[src/rtl/step_seq_pkg.sv]
package step_seq_pkg;
    typedef enum logic [1:0] {
        SQ_IDLE = 2'd0,
        SQ_RUN  = 2'd1,
        SQ_DONE = 2'd2
    } sq_state_e;
endpackage

[src/rtl/step_seq_find.sv]
// Lowest set bit of vec within [from, lim), as a combinational priority search.
module step_seq_find #(
    parameter int W  = 64,
    parameter int IW = 6,
    parameter int VW = 7
) (
    input  logic [W-1:0]  vec,
    input  logic [IW-1:0] from,
    input  logic [VW-1:0] lim,
    output logic          found,
    output logic [IW-1:0] idx
);
    always_comb begin
        found = 1'b0;
        idx   = '0;
        for (int i = W - 1; i >= 0; i--) begin
            if (vec[i] && (i >= int'(from)) && (i < int'(lim))) begin
                found = 1'b1;
                idx   = IW'(i);
            end
        end
    end
endmodule

[src/rtl/step_seq_side.sv]
// Picks the element one side would issue next from its counter.
module step_seq_side #(
    parameter int W  = 64,
    parameter int IW = 6,
    parameter int VW = 7
) (
    input  logic [W-1:0]  mask,
    input  logic [IW-1:0] cnt,
    input  logic [VW-1:0] vl,
    input  logic          zero_en,
    output logic          have,
    output logic [IW-1:0] pos,
    output logic          zflag,
    output logic          at_last
);
    logic          hit;
    logic [IW-1:0] hit_idx;

    step_seq_find #(.W(W), .IW(IW), .VW(VW)) u_find (
        .vec   (mask),
        .from  (cnt),
        .lim   (vl),
        .found (hit),
        .idx   (hit_idx)
    );

    always_comb begin
        if (zero_en) begin
            have = (VW'(cnt) < vl);
            pos  = cnt;
        end else begin
            have = hit;
            pos  = hit_idx;
        end
        zflag   = zero_en & ~mask[pos];
        at_last = (VW'(pos) + VW'(1)) == vl;
    end
endmodule

[src/rtl/step_seq.sv]
module step_seq #(
    parameter int MAXVL = 64,
    localparam int IW = (MAXVL > 1) ? $clog2(MAXVL) : 1,
    localparam int VW = $clog2(MAXVL + 1)
) (
    input  logic             clk,
    input  logic             rst_n,
    input  logic             start_i,
    input  logic [VW-1:0]    vl_i,
    input  logic [MAXVL-1:0] mask_i,
    input  logic             src_zero_en_i,
    input  logic             dst_zero_en_i,
    input  logic             ready_i,
    output logic             valid_o,
    output logic [IW-1:0]    srcstep_o,
    output logic [IW-1:0]    dststep_o,
    output logic             src_zflag_o,
    output logic             dst_zflag_o,
    output logic             done_o
);
    import step_seq_pkg::*;

    typedef struct packed {
        sq_state_e        st;
        logic [IW-1:0]    src;
        logic [IW-1:0]    dst;
        logic [VW-1:0]    vl;
        logic [MAXVL-1:0] mask;
        logic             sz;
        logic             dz;
    } sq_regs_t;

    sq_regs_t r_q, r_d;

    logic [1:0]          have_w, last_w, zf_w;
    logic [1:0][IW-1:0]  pos_w;
    logic [1:0][IW-1:0]  cnt_w;
    logic [1:0]          zen_w;

    assign cnt_w = {r_q.dst, r_q.src};
    assign zen_w = {r_q.dz, r_q.sz};

    for (genvar g = 0; g < 2; g++) begin : g_side
        step_seq_side #(.W(MAXVL), .IW(IW), .VW(VW)) u_side (
            .mask    (r_q.mask),
            .cnt     (cnt_w[g]),
            .vl      (r_q.vl),
            .zero_en (zen_w[g]),
            .have    (have_w[g]),
            .pos     (pos_w[g]),
            .zflag   (zf_w[g]),
            .at_last (last_w[g])
        );
    end

    logic running, offer;
    assign running = (r_q.st == SQ_RUN);
    assign offer   = running & (&have_w);

    always_comb begin
        r_d = r_q;
        unique case (r_q.st)
            SQ_RUN: begin
                if (!(&have_w)) begin
                    r_d.st = SQ_DONE;
                end else if (ready_i) begin
                    if (|last_w) begin
                        r_d.st = SQ_DONE;
                    end else begin
                        r_d.src = pos_w[0] + IW'(1);
                        r_d.dst = pos_w[1] + IW'(1);
                    end
                end
            end
            default: begin
                if (start_i) begin
                    r_d.st   = (vl_i == '0) ? SQ_DONE : SQ_RUN;
                    r_d.src  = '0;
                    r_d.dst  = '0;
                    r_d.vl   = vl_i;
                    r_d.mask = mask_i;
                    r_d.sz   = src_zero_en_i;
                    r_d.dz   = dst_zero_en_i;
                end
            end
        endcase
    end

    always_ff @(posedge clk or negedge rst_n) begin
        if (!rst_n) begin
            r_q <= '{st: SQ_IDLE, default: '0};
        end else begin
            r_q <= r_d;
        end
    end

    assign valid_o     = offer;
    assign srcstep_o   = pos_w[0];
    assign dststep_o   = pos_w[1];
    assign src_zflag_o = offer & zf_w[0];
    assign dst_zflag_o = offer & zf_w[1];
    assign done_o      = (r_q.st == SQ_DONE);

    AST_VALID_NOT_DONE: assert property (@(posedge clk) disable iff (!rst_n)
        !(valid_o && done_o));
    AST_IDX_IN_RANGE: assert property (@(posedge clk) disable iff (!rst_n)
        valid_o |-> (VW'(srcstep_o) < r_q.vl) && (VW'(dststep_o) < r_q.vl));
    AST_SKIP_SRC: assert property (@(posedge clk) disable iff (!rst_n)
        (valid_o && !r_q.sz) |-> r_q.mask[srcstep_o]);
    AST_SKIP_DST: assert property (@(posedge clk) disable iff (!rst_n)
        (valid_o && !r_q.dz) |-> r_q.mask[dststep_o]);
    AST_LOCKSTEP: assert property (@(posedge clk) disable iff (!rst_n)
        (valid_o && !r_q.sz && !r_q.dz) |-> (srcstep_o == dststep_o));
    AST_HOLD: assert property (@(posedge clk) disable iff (!rst_n)
        (valid_o && !ready_i) |=> valid_o && $stable(srcstep_o) && $stable(dststep_o)
                                   && $stable(src_zflag_o) && $stable(dst_zflag_o));
    AST_ZERO_WALK: assert property (@(posedge clk) disable iff (!rst_n)
        (valid_o && ready_i && r_q.sz) |=> !valid_o || (srcstep_o == $past(srcstep_o) + IW'(1)));
    AST_LAST_ENDS: assert property (@(posedge clk) disable iff (!rst_n)
        (valid_o && ready_i && ((VW'(srcstep_o) + VW'(1) == r_q.vl) ||
                                (VW'(dststep_o) + VW'(1) == r_q.vl))) |=> done_o && !valid_o);
    AST_EMPTY_ENDS: assert property (@(posedge clk) disable iff (!rst_n)
        (running && !valid_o) |=> done_o);
endmodule

[config.mk]
export PLATFORM = sky130hd
export DESIGN_NAME = step_seq
export DESIGN_NICKNAME = d
export VERILOG_FILES = /design/src/rtl/step_seq_pkg.sv /design/src/rtl/step_seq_find.sv /design/src/rtl/step_seq_side.sv /design/src/rtl/step_seq.sv
export SDC_FILE = /design/constraint.sdc
export NUM_CORES = 1
export LEC_CHECK = 0
export ABC_AREA = 1
export BUFFER_PORTS_ARGS = -buffer_cell sky130_fd_sc_hd__buf_4
export CORE_ASPECT_RATIO = 1.25
export CORE_MARGIN = 1
export CORE_UTILIZATION = 53
export CTS_BUF_LIST = sky130_fd_sc_hd__clkbuf_16
export DETAILED_ROUTE_END_ITERATION = 6
export MAX_ROUTING_LAYER = met4
export PLACE_DENSITY = 0.83
export SYNTH_ARGS = -nofsm -noshare
export SYNTH_HDL_FRONTEND = slang
export SYNTH_HIERARCHICAL = 1
export SYNTH_SLANG_ARGS = --single-unit
[constraint.sdc]
create_clock -name clk -period 8.2 [get_ports clk]
set_input_delay 1.23 -clock clk [delete_from_list [all_inputs] [get_ports clk]]
set_output_delay 1.23 -clock clk [all_outputs]
set_load 0.05 [all_outputs]
Yosys cells after proc, flatten, opt, wreduce, memory -nomap -nowiden
Index checks and enable logic that the tools add are counted.
{"block": "totals", "register_bits": 87, "in_bits": 77, "word_cells": 752}
{"block": "op_classes", "n_addsub": 4, "order_cmp": 194, "eq_ne": 9, "muxes": 270, "bitwise_logic": 8, "n_reduce_logical": 260}
{"op": "6-bit 2-to-1 mux", "n": 129}
{"op": "6-bit >= comparator (first input constant)", "n": 62}
{"op": "1-bit logical AND", "n": 253}
{"op": "6-bit by 7-bit < comparator with 1-bit output (first input constant)", "n": 32}
{"op": "5-bit by 6-bit >= comparator with 1-bit output (first input constant)", "n": 32}
{"op": "1-bit 2-to-1 mux", "n": 131}
{"op": "5-bit by 7-bit < comparator with 1-bit output (first input constant)", "n": 16}
{"op": "4-bit by 6-bit >= comparator with 1-bit output (first input constant)", "n": 16}
{"op": "87-bit 2-to-1 mux", "n": 1}
{"op": "4-bit by 7-bit < comparator with 1-bit output (first input constant)", "n": 8}
{"op": "3-bit by 6-bit >= comparator with 1-bit output (first input constant)", "n": 8}
{"op": "3-bit by 7-bit < comparator with 1-bit output (first input constant)", "n": 4}
{"op": "14-bit 2-to-1 mux", "n": 2}
{"op": "1-bit by 6-bit >= comparator with 1-bit output (first input constant)", "n": 4}
{"op": "2-bit by 6-bit >= comparator with 1-bit output (first input constant)", "n": 4}
{"op": "12-bit 2-to-1 mux", "n": 2}
{"op": "6-bit by 1-bit adder with 7-bit output (second input constant)", "n": 2}
{"op": "7-bit == test", "n": 2}
{"op": "1-bit by 7-bit < comparator with 1-bit output (first input constant)", "n": 2}
{"op": "2-bit by 7-bit < comparator with 1-bit output (first input constant)", "n": 2}
{"op": "6-bit by 7-bit < comparator with 1-bit output", "n": 2}
{"op": "6-bit by 7-bit < comparator with 1-bit output (second input constant)", "n": 2}
{"op": "6-bit by 1-bit adder with 6-bit output (second input constant)", "n": 2}
{"op": "1-bit binary-select mux with 6-bit select", "n": 2}
{"op": "other kinds (15)", "n": 25}

Depth between registers and ports, before layout
Gate-level depths: netlist of the first run.
{"block": "depth", "word_depth": 74, "ltp_mapped": 79}

Hierarchy
Netlist of the first run, hierarchy kept.
{"mod": "step_seq_find", "n_inst": 2, "cells_each": 488, "area_each_um2": 2348.5, "seq_area_each_um2": 0.0}
{"mod": "step_seq", "n_inst": 1, "cells_each": 437, "area_each_um2": 3652.3, "seq_area_each_um2": 2177.1}
{"mod": "step_seq_side", "n_inst": 2, "cells_each": 264, "area_each_um2": 1308.8, "seq_area_each_um2": 0.0}

Worst setup path before layout of the first run
No wires, ideal clock.
{"block": "synth_path", "path_kind": "reg-to-output", "startpoint": "reg r_q[69] (netlist bit)", "endpoint": "out dst_zflag_o", "t_arrival_ns": 5.400, "t_required_ns": 6.970, "slack_ns": 1.570, "path_stages_with_launch": 72, "path_cell_list": "dfrtp_1 > nand3_1 > nand2_2 > nand4_4 > nand2_1 > nand2_1 > nand2_1 > nand2_1 > nand2_1 > nand2_1 > nand2_1 > nand2_1 > nand2_1 > nand2_1 > nand2_1 > nand2_1 > nand2_1 > nand2_1 > (+36 left out) > nand2_1 > nand2_1 > nand2_1 > nand2_1 > a21oi_2 > nand2_4 > nand2_4 > buf_4 > nand2_1 > nand3_1 > nand3_1 > nand3_1 > nand3_1 > nand3_1 > nand2_1 > nor2_1 > inv_1 > nor2_1"}
{"block": "synth_via", "elab_chain_len": 72, "word_cells_on_any_way": 394}
{"element": "from (decl)", "line": "step_seq.sv:33", "source": "sq_regs_t r_q, r_d;"}
{"element": "from (signal assigned)", "line": "step_seq.sv:93", "source": "r_q <= r_d;"}
{"element": "6-bit by 7-bit < comparator with 1-bit output", "line": "step_seq_find.sv:17", "source": "if (vec[i] && (i >= int'(from)) && (i < int'(lim))) begin"}
{"element": "1-bit logical AND", "line": "step_seq_find.sv:17"}
{"element": "6-bit 2-to-1 mux (63 in series)", "line": "step_seq_find.sv:17"}
{"element": "6-bit 2-to-1 mux *", "line": "step_seq_find.sv:17"}
{"element": "net g_side[1].u_side.hit_idx[0]", "line": "step_seq_side.sv:17", "source": "logic [IW-1:0] hit_idx;"}
{"element": "6-bit 2-to-1 mux *", "line": "step_seq_side.sv:28", "source": "if (zero_en) begin"}
{"element": "net dststep_o[0]", "line": "step_seq.sv:16", "source": "output logic [IW-1:0] dststep_o,"}
{"element": "1-bit binary-select mux with 6-bit select *", "line": "step_seq_side.sv:35", "source": "zflag = zero_en & ~mask[pos];"}
{"element": "1-bit 2-to-1 mux (implied by the code) *", "line": "step_seq_side.sv:35"}
{"element": "1-bit inverter *", "line": "step_seq_side.sv:35"}
{"element": "1-bit AND *", "line": "step_seq_side.sv:35"}
{"element": "net zf_w[1]", "line": "step_seq.sv:35", "source": "logic [1:0] have_w, last_w, zf_w;"}
{"element": "1-bit AND *", "line": "step_seq.sv:101", "source": "assign dst_zflag_o = offer & zf_w[1];"}
{"element": "to (decl)", "line": "step_seq.sv:18", "source": "output logic dst_zflag_o,"}
Mark *: on every way through the listed nets, which the timed path passes. The rest lies on a longest branch. The select of a mux whose other input is x is not followed.

Worst setup path after layout of the first run
{"block": "layout_path", "startpoint": "reg r_q[71] (netlist bit)", "endpoint": "out dst_zflag_o"}
{"block": "layout_via", "elab_chain_len": 72, "word_cells_on_any_way": 394}
{"element": "6-bit by 7-bit < comparator with 1-bit output", "line": "step_seq_find.sv:17"}
{"element": "1-bit logical AND", "line": "step_seq_find.sv:17"}
{"element": "6-bit 2-to-1 mux (63 in series)", "line": "step_seq_find.sv:17"}
{"element": "6-bit 2-to-1 mux *", "line": "step_seq_find.sv:17"}
{"element": "net g_side[1].u_side.hit_idx[0]", "line": "step_seq_side.sv:17"}
{"element": "6-bit 2-to-1 mux *", "line": "step_seq_side.sv:28"}
{"element": "1-bit binary-select mux with 6-bit select *", "line": "step_seq_side.sv:35"}
{"element": "1-bit 2-to-1 mux (implied by the code) *", "line": "step_seq_side.sv:35"}
{"element": "1-bit inverter *", "line": "step_seq_side.sv:35"}
{"element": "1-bit AND *", "line": "step_seq_side.sv:35"}
{"element": "net zf_w[1]", "line": "step_seq.sv:35"}
{"element": "1-bit AND *", "line": "step_seq.sv:101"}
Marked as above.

==> results.yml, run 1 <==
drt:
  drtAntennaViolNets: 0
  vias: 14000
  wl_per_cell_microns: 22.5
  dr.pass1.iters: 7
  drt_first_iter_violations: 1637
  drc_errors: 2
  viasPerCell: 6.10
  drt_wl_total_microns: 51800
yosys:
  syn_avg_cell_area_sq_um: 5.65
  synthCells: 1941
  syn-num-nets: 2032
  syn_area_sq_mm: 0.0110
  ys_warn_count: 6
  yosysSeqAreaShare_pct: 19.9
  synthFlopType: "dfrtp_1"
  synth_edf_count: 0
  synthArstFlopShare_pct: 100
  synth_seq_cells: 87
  ys_types: 50
worst_hold_path:
  hp-class: "flip-flop to flip-flop"
  worstHoldStart: "r_q[86]"
place:
  port_buffers: 92
  gp_congestion: 1.11
  dp_hpwl_microns: 37900
clock_tree:
  cts-root-buf: "clkbuf_16"
  insertion_delay_ps: 370
  clock_path_buffers: 2
  cts.sinks: 87
  cts_tree: "built"
  cts_max_level: 3
  cts_setup_buffers: 0
  numCtsBuffers: 9
  clkTransAtPathRegs_ps: 80
sta:
  hold_viol_final: 0
  tightest_slew_ps: 1180
  finalCriticalPeriod_ps: 7580
  tns_ps: 0
  slew_viol_final: 0
  fin_crit_sh_pct: 92.4
  max_freq_ghz: 0.132
  finalSetupViolations: 0
  rsz0062_at_grt: "false"
  skew_ps: 17.7
  max_slew_margin_pct: 21.4
status:
  outcome: "complete, but fails checks"
  violations: "design-rule violations"
worst_setup_path:
  cp_slowest_cell: "dfrtp_1"
  worst-setup-path-type: "flip-flop to output pin"
  regToRegStartpoint: "r_q[71]"
  endpoint_kind: "output pin"
  startpoint_type: "flip-flop"
  crit_start: "r_q[71]"
  path_common_cell: "nand2_1"
  path_max_fanout: 24
  critPathRequiredTime_ps: 6970
  critPathMaxStageDelay_ps: 600
  rrSetupSlack_ps: 1390
  cp.arrival_ps: 6350
die:
  die_x_microns: 131
  pin_count: 93
  num_rows: 58
  die_h_microns: 163
  initial_core_util_pct: 54.4
  die_area_sq_mm: 0.0213
  core_sq_mm: 0.0202
global_routing:
  grt_pass1_vias: 12900
  grt_max_degree: 90
  antenna_found_initial: 5
  grt_pass1_wl_microns: 76300
  grtUsageTotal_pct: 51.1
  overflow: 0
flow_run:
  maxCapViolCount: 0
final_layout:
  n_fill_cell: 2063
  drive_above_1_share_pct: 10.6
  area_growth_pct: 10.5
  utilization_pct: 60.1
  fin_nets: 2112
registers in the layout, summed over array words and instances, names as in the netlist:
| signal | cells |
|---|---|
| cnt_w | 12 |
| r_q | 75 |
critical path: cells and delay by family (launching register included):
kind | cells | cell delay [ps]
AND/OR/NAND/NOR | 69 | 4560
flip-flops | 1 | 600
buffers and inverters | 4 | 590
AO/OA/AOI/OAI | 1 | 240
cells by family (layout without fill, tap and decap cells):
logic type / after synthesis / count (layout) / share of synthesized area, %
simple gates: 1181 / 1181 / 46.6
xor+xnor: 20 / 20 / 1.73
other cells: 0 / 4 / 0
compound gates: 241 / 241 / 14.4
flops: 87 / 87 / 19.9
fa+ha+maj: 14 / 14 / 1.60
buf+inv: 398 / 482 / 15.8
stage by stage:
step           instances  setup WS (ps)  hold WS (ps)  area, sq um
6_report            2299            624           532        12100
5_1_grt             2299           10.2           560        12100
4_1_cts             2295            591           527        12100
3_5_place_dp        2280           1040           504        11800
3_3_place_gp        2280            962           504        11800
2_1_floorplan       1941           1570           486        11000
metal layers:
layer	global-route usage, %	routed length (microns)	vias up
met5	-	0	-
met4	42.8	5000	0
met3	14.8	7050	330
met2	69.9	21100	1043
met1	60.9	18700	6322
li1	-	-	6324
what timing repair did:
item,4_1_cts,5_1_grt
endpoints found under the setup margin,0,2
resized for setup,0,13
hold buffers,0,0
layout by cell type, fill, tap and decap left out, drive strengths merged, types with 9 or more instances in the layout:
cell / synthesis / layout
and2: 10 / 10
nor4: 16 / 16
nand3: 190 / 190
nor2: 180 / 180
o211ai: 14 / 14
inv: 346 / 348
o2111ai: 34 / 34
xor2: 14 / 14
clkbuf: 0 / 9
nand2: 723 / 723
nand4: 18 / 18
a21oi: 68 / 68
ha: 14 / 14
o21ai: 71 / 71
nor3: 28 / 28
dfrtp: 87 / 87
buf: 52 / 121
o31ai: 12 / 12
synthesized netlist by cell type (3+ instances only):
cell | n | area [sq um]
a21oi_2 | 4 | 35.0
o21ai_0 | 67 | 335
o311ai_0 | 4 | 35.0
o2111ai_2 | 4 | 60.1
and2_2 | 4 | 30.0
a311oi_1 | 4 | 35.0
a221oi_1 | 4 | 35.0
nand2_2 | 16 | 100
a31oi_1 | 6 | 37.5
buf_2 | 15 | 75.1
buf_4 | 15 | 113
ha_1 | 14 | 175
xnor2_1 | 6 | 52.6
inv_2 | 8 | 30.0
dfrtp_1 | 87 | 2180
o211ai_1 | 14 | 105
nand2_4 | 12 | 135
or2_1 | 4 | 25.0
nor4_1 | 16 | 100
and3_2 | 4 | 30.0
nand3_1 | 186 | 931
o21bai_1 | 8 | 60.1
nor2_2 | 3 | 18.8
inv_1 | 338 | 1270
nand4_1 | 16 | 100
o2111ai_1 | 30 | 263
o31ai_1 | 12 | 90.1
nand2_1 | 695 | 2610
buf_6 | 22 | 248
nor2_4 | 5 | 56.3
nor2_1 | 172 | 646
a21oi_1 | 64 | 320
and2_1 | 6 | 37.5
xor2_1 | 12 | 105
o21a_1 | 8 | 60.1
nor3_1 | 28 | 140
cell type report:
| class | instances | area [sq um] | area share (%) |
|---|---|---|---|
| inverter | 346 | 1300 | 10.7 |
| timing repair buffer | 121 | 908 | 7.49 |
| antenna | 4 | 10.0 | 0.0826 |
| multi-input combinational | 1456 | 7090 | 58.5 |
| tap | 270 | 338 | 2.79 |
| sequential | 87 | 2180 | 18.0 |
| clock inverter | 6 | 70.1 | 0.578 |
| clock buffer | 9 | 225 | 1.86 |
final timing paths:
| check | endpoint | cells after the start |
|---|---|---|
| hold / removal | r_q[86] | 2 |
| hold reg to reg | r_q[86] | 2 |
| min in group asynchronous | r_q[0] | 1 |
| max in group asynchronous | r_q[68] | 1 |
| setup reg to reg | cnt_w[3] | 74 |
| setup / recovery | dst_zflag_o | 74 |
Power of run 1 is left out: the tool's default activity adds up to more than one toggle a clock period on the data nets, which glitch-free logic cannot reach.
==> run 2: changes to the inputs <==
- CAP_MARGIN: default -> 0
- PLACE_DENSITY: 0.83 -> 0.68
==> results.yml, run 2 (same netlist as run 1, synthesis figures left out) <==
status:
  outcome: "complete, no violations"
global_routing:
  grt_pass1_wl_microns: 73500
  antenna_found_initial: 1
  grtUsageTotal_pct: 48.7
  grt_pass1_vias: 12700
  overflow: 0
  grt_max_degree: 90
clock_tree:
  cts_max_level: 3
  numCtsBuffers: 9
  ctsHoldBuffers: 0
  clkTransAtPathRegs_ps: 80
  cts.sinks: 87
  cts_tree: "built"
  insertion_delay_ps: 370
  clock_path_buffers: 2
  cts-root-buf: "clkbuf_16"
place:
  port_buffers: 92
  placed_cell_area_sq_mm: 0.0118
  dp_hpwl_microns: 35800
  gp_congestion: 1.08
worst_hold_path:
  min_to: "r_q[86]"
  hp-class: "flip-flop to flip-flop"
  min_delay_path_depth: 2
  worstHoldStart: "r_q[86]"
drt:
  drt_wl_total_microns: 49600
  dr.pass1.iters: 6
  drt_first_iter_violations: 1856
  drc_errors: 0
  wl_per_cell_microns: 21.5
  vias: 13900
  drtAntennaViolNets: 0
  viasPerCell: 6.03
final_layout:
  final_common_cell: "nand2_1"
  top_register: "r_q"
  seq_area_sq_mm: 0.00219
  multiInputGateArea_sq_mm: 0.00709
  drive_above_1_share_pct: 11.0
  final_area_sq_mm: 0.0122
  layout_common_cells: "nand2_1, inv_1, nand3_1, nor2_1, buf_4"
  n_fill_cell: 2074
  utilization_pct: 60.3
  largest_register_ffs: 75
  fin_nets: 2116
  area_growth_pct: 11.0
sta:
  fin_crit_sh_pct: 91.7
  finalSetupViolations: 0
  max_freq_ghz: 0.133
  rsz0062_at_grt: "false"
  finalCriticalPeriod_ps: 7520
  hold_viol_final: 0
  tightest_slew_ps: 946
  skew_ps: 12.1
  max_slew_margin_pct: 37.0
  tns_ps: 0
  slew_viol_final: 0
flow_run:
  maxCapViolCount: 0
worst_setup_path:
  regToRegStartpoint: "r_q[68]"
  worst-setup-path-type: "flip-flop to output pin"
  cp_slowest_cell: "dfrtp_2"
  reg2reg_depth: 71
  startpoint_type: "flip-flop"
  path_buf_inv: 5
  cp.arrival_ps: 6290
  endpoint_kind: "output pin"
  crit_start: "r_q[68]"
  rrSetupSlack_ps: 1540
  critPathRequiredTime_ps: 6970
  crit_family: "simple AND/OR/NAND/NOR gates"
  critPathMaxStageDelay_ps: 560
  path_common_cell: "nand2_1"
  reg2reg_to: "cnt_w[10]"
  path_max_fanout: 24
die:
  die_x_microns: 131
  pin_count: 93
  die_h_microns: 163
  die_area_sq_mm: 0.0213
  num_rows: 58
  initial_core_util_pct: 54.4
  core_sq_mm: 0.0202
-- run 2: cell types whose count changed in the layout (fill, tap and decap cells not counted), moves of 2 or more --
cell and delta:
o21ai_1 +2, dfrtp_1 -4, o21ai_0 -2, diode_2 -3, dfrtp_2 +4, buf_4 +3
-- run 2: worst max path at each step --
stage	end	slack [ps]	depth (start not counted)
final	dst_zflag_o	680	71
after global routing	src_zflag_o	30	75
after detailed placement	dst_zflag_o	870	69
after floorplan	dst_zflag_o	1570	71
after CTS	dst_zflag_o	400	71
after global placement	dst_zflag_o	850	69
-- run 2: area by class of cell --
| cell class | instances | share of cell area (%) |
|---|---|---|
| multi-input combinational | 1456 | 58.3 |
| sequential | 87 | 18.0 |
| inverter | 346 | 10.7 |
| timing repair buffer | 125 | 7.74 |
| tap | 270 | 2.78 |
| clock buffer | 9 | 1.85 |
| clock inverter | 7 | 0.668 |
| antenna | 1 | 0.0206 |
-- run 2: tightest hold or removal path: cells and delay by family, from the launching register on --
| kind | cells | cell delay [ps] |
|---|---|---|
| flops | 1 | 370 |
| simple gates | 2 | 150 |
-- run 2: metal layers --
metal  share of wire (%)  up-vias  global-route usage (%)
met5                   0        -                       -
met4                 8.6        0                    33.4
met3                  13      271                    11.6
met2                  41      978                    68.7
met1                  37     6284                    60.8
li1                    -     6333                       -
-- run 2: metrics by stage --
stage	setup WS (ps)	instances	hold slack (ps)
5_1_grt	29.9	2301	566
4_1_cts	403	2300	541
6_report	680	2301	539
3_5_place_dp	867	2284	519
3_3_place_gp	852	2284	505
2_1_floorplan	1570	1941	486
-- run 2: repair_timing --
item	in CTS	in global routing
setup endpoints to repair	0	2
hold endpoints to repair	0	0
resized for setup	0	19
setup buffers	0	0
Power of run 2 is left out for the same reason.
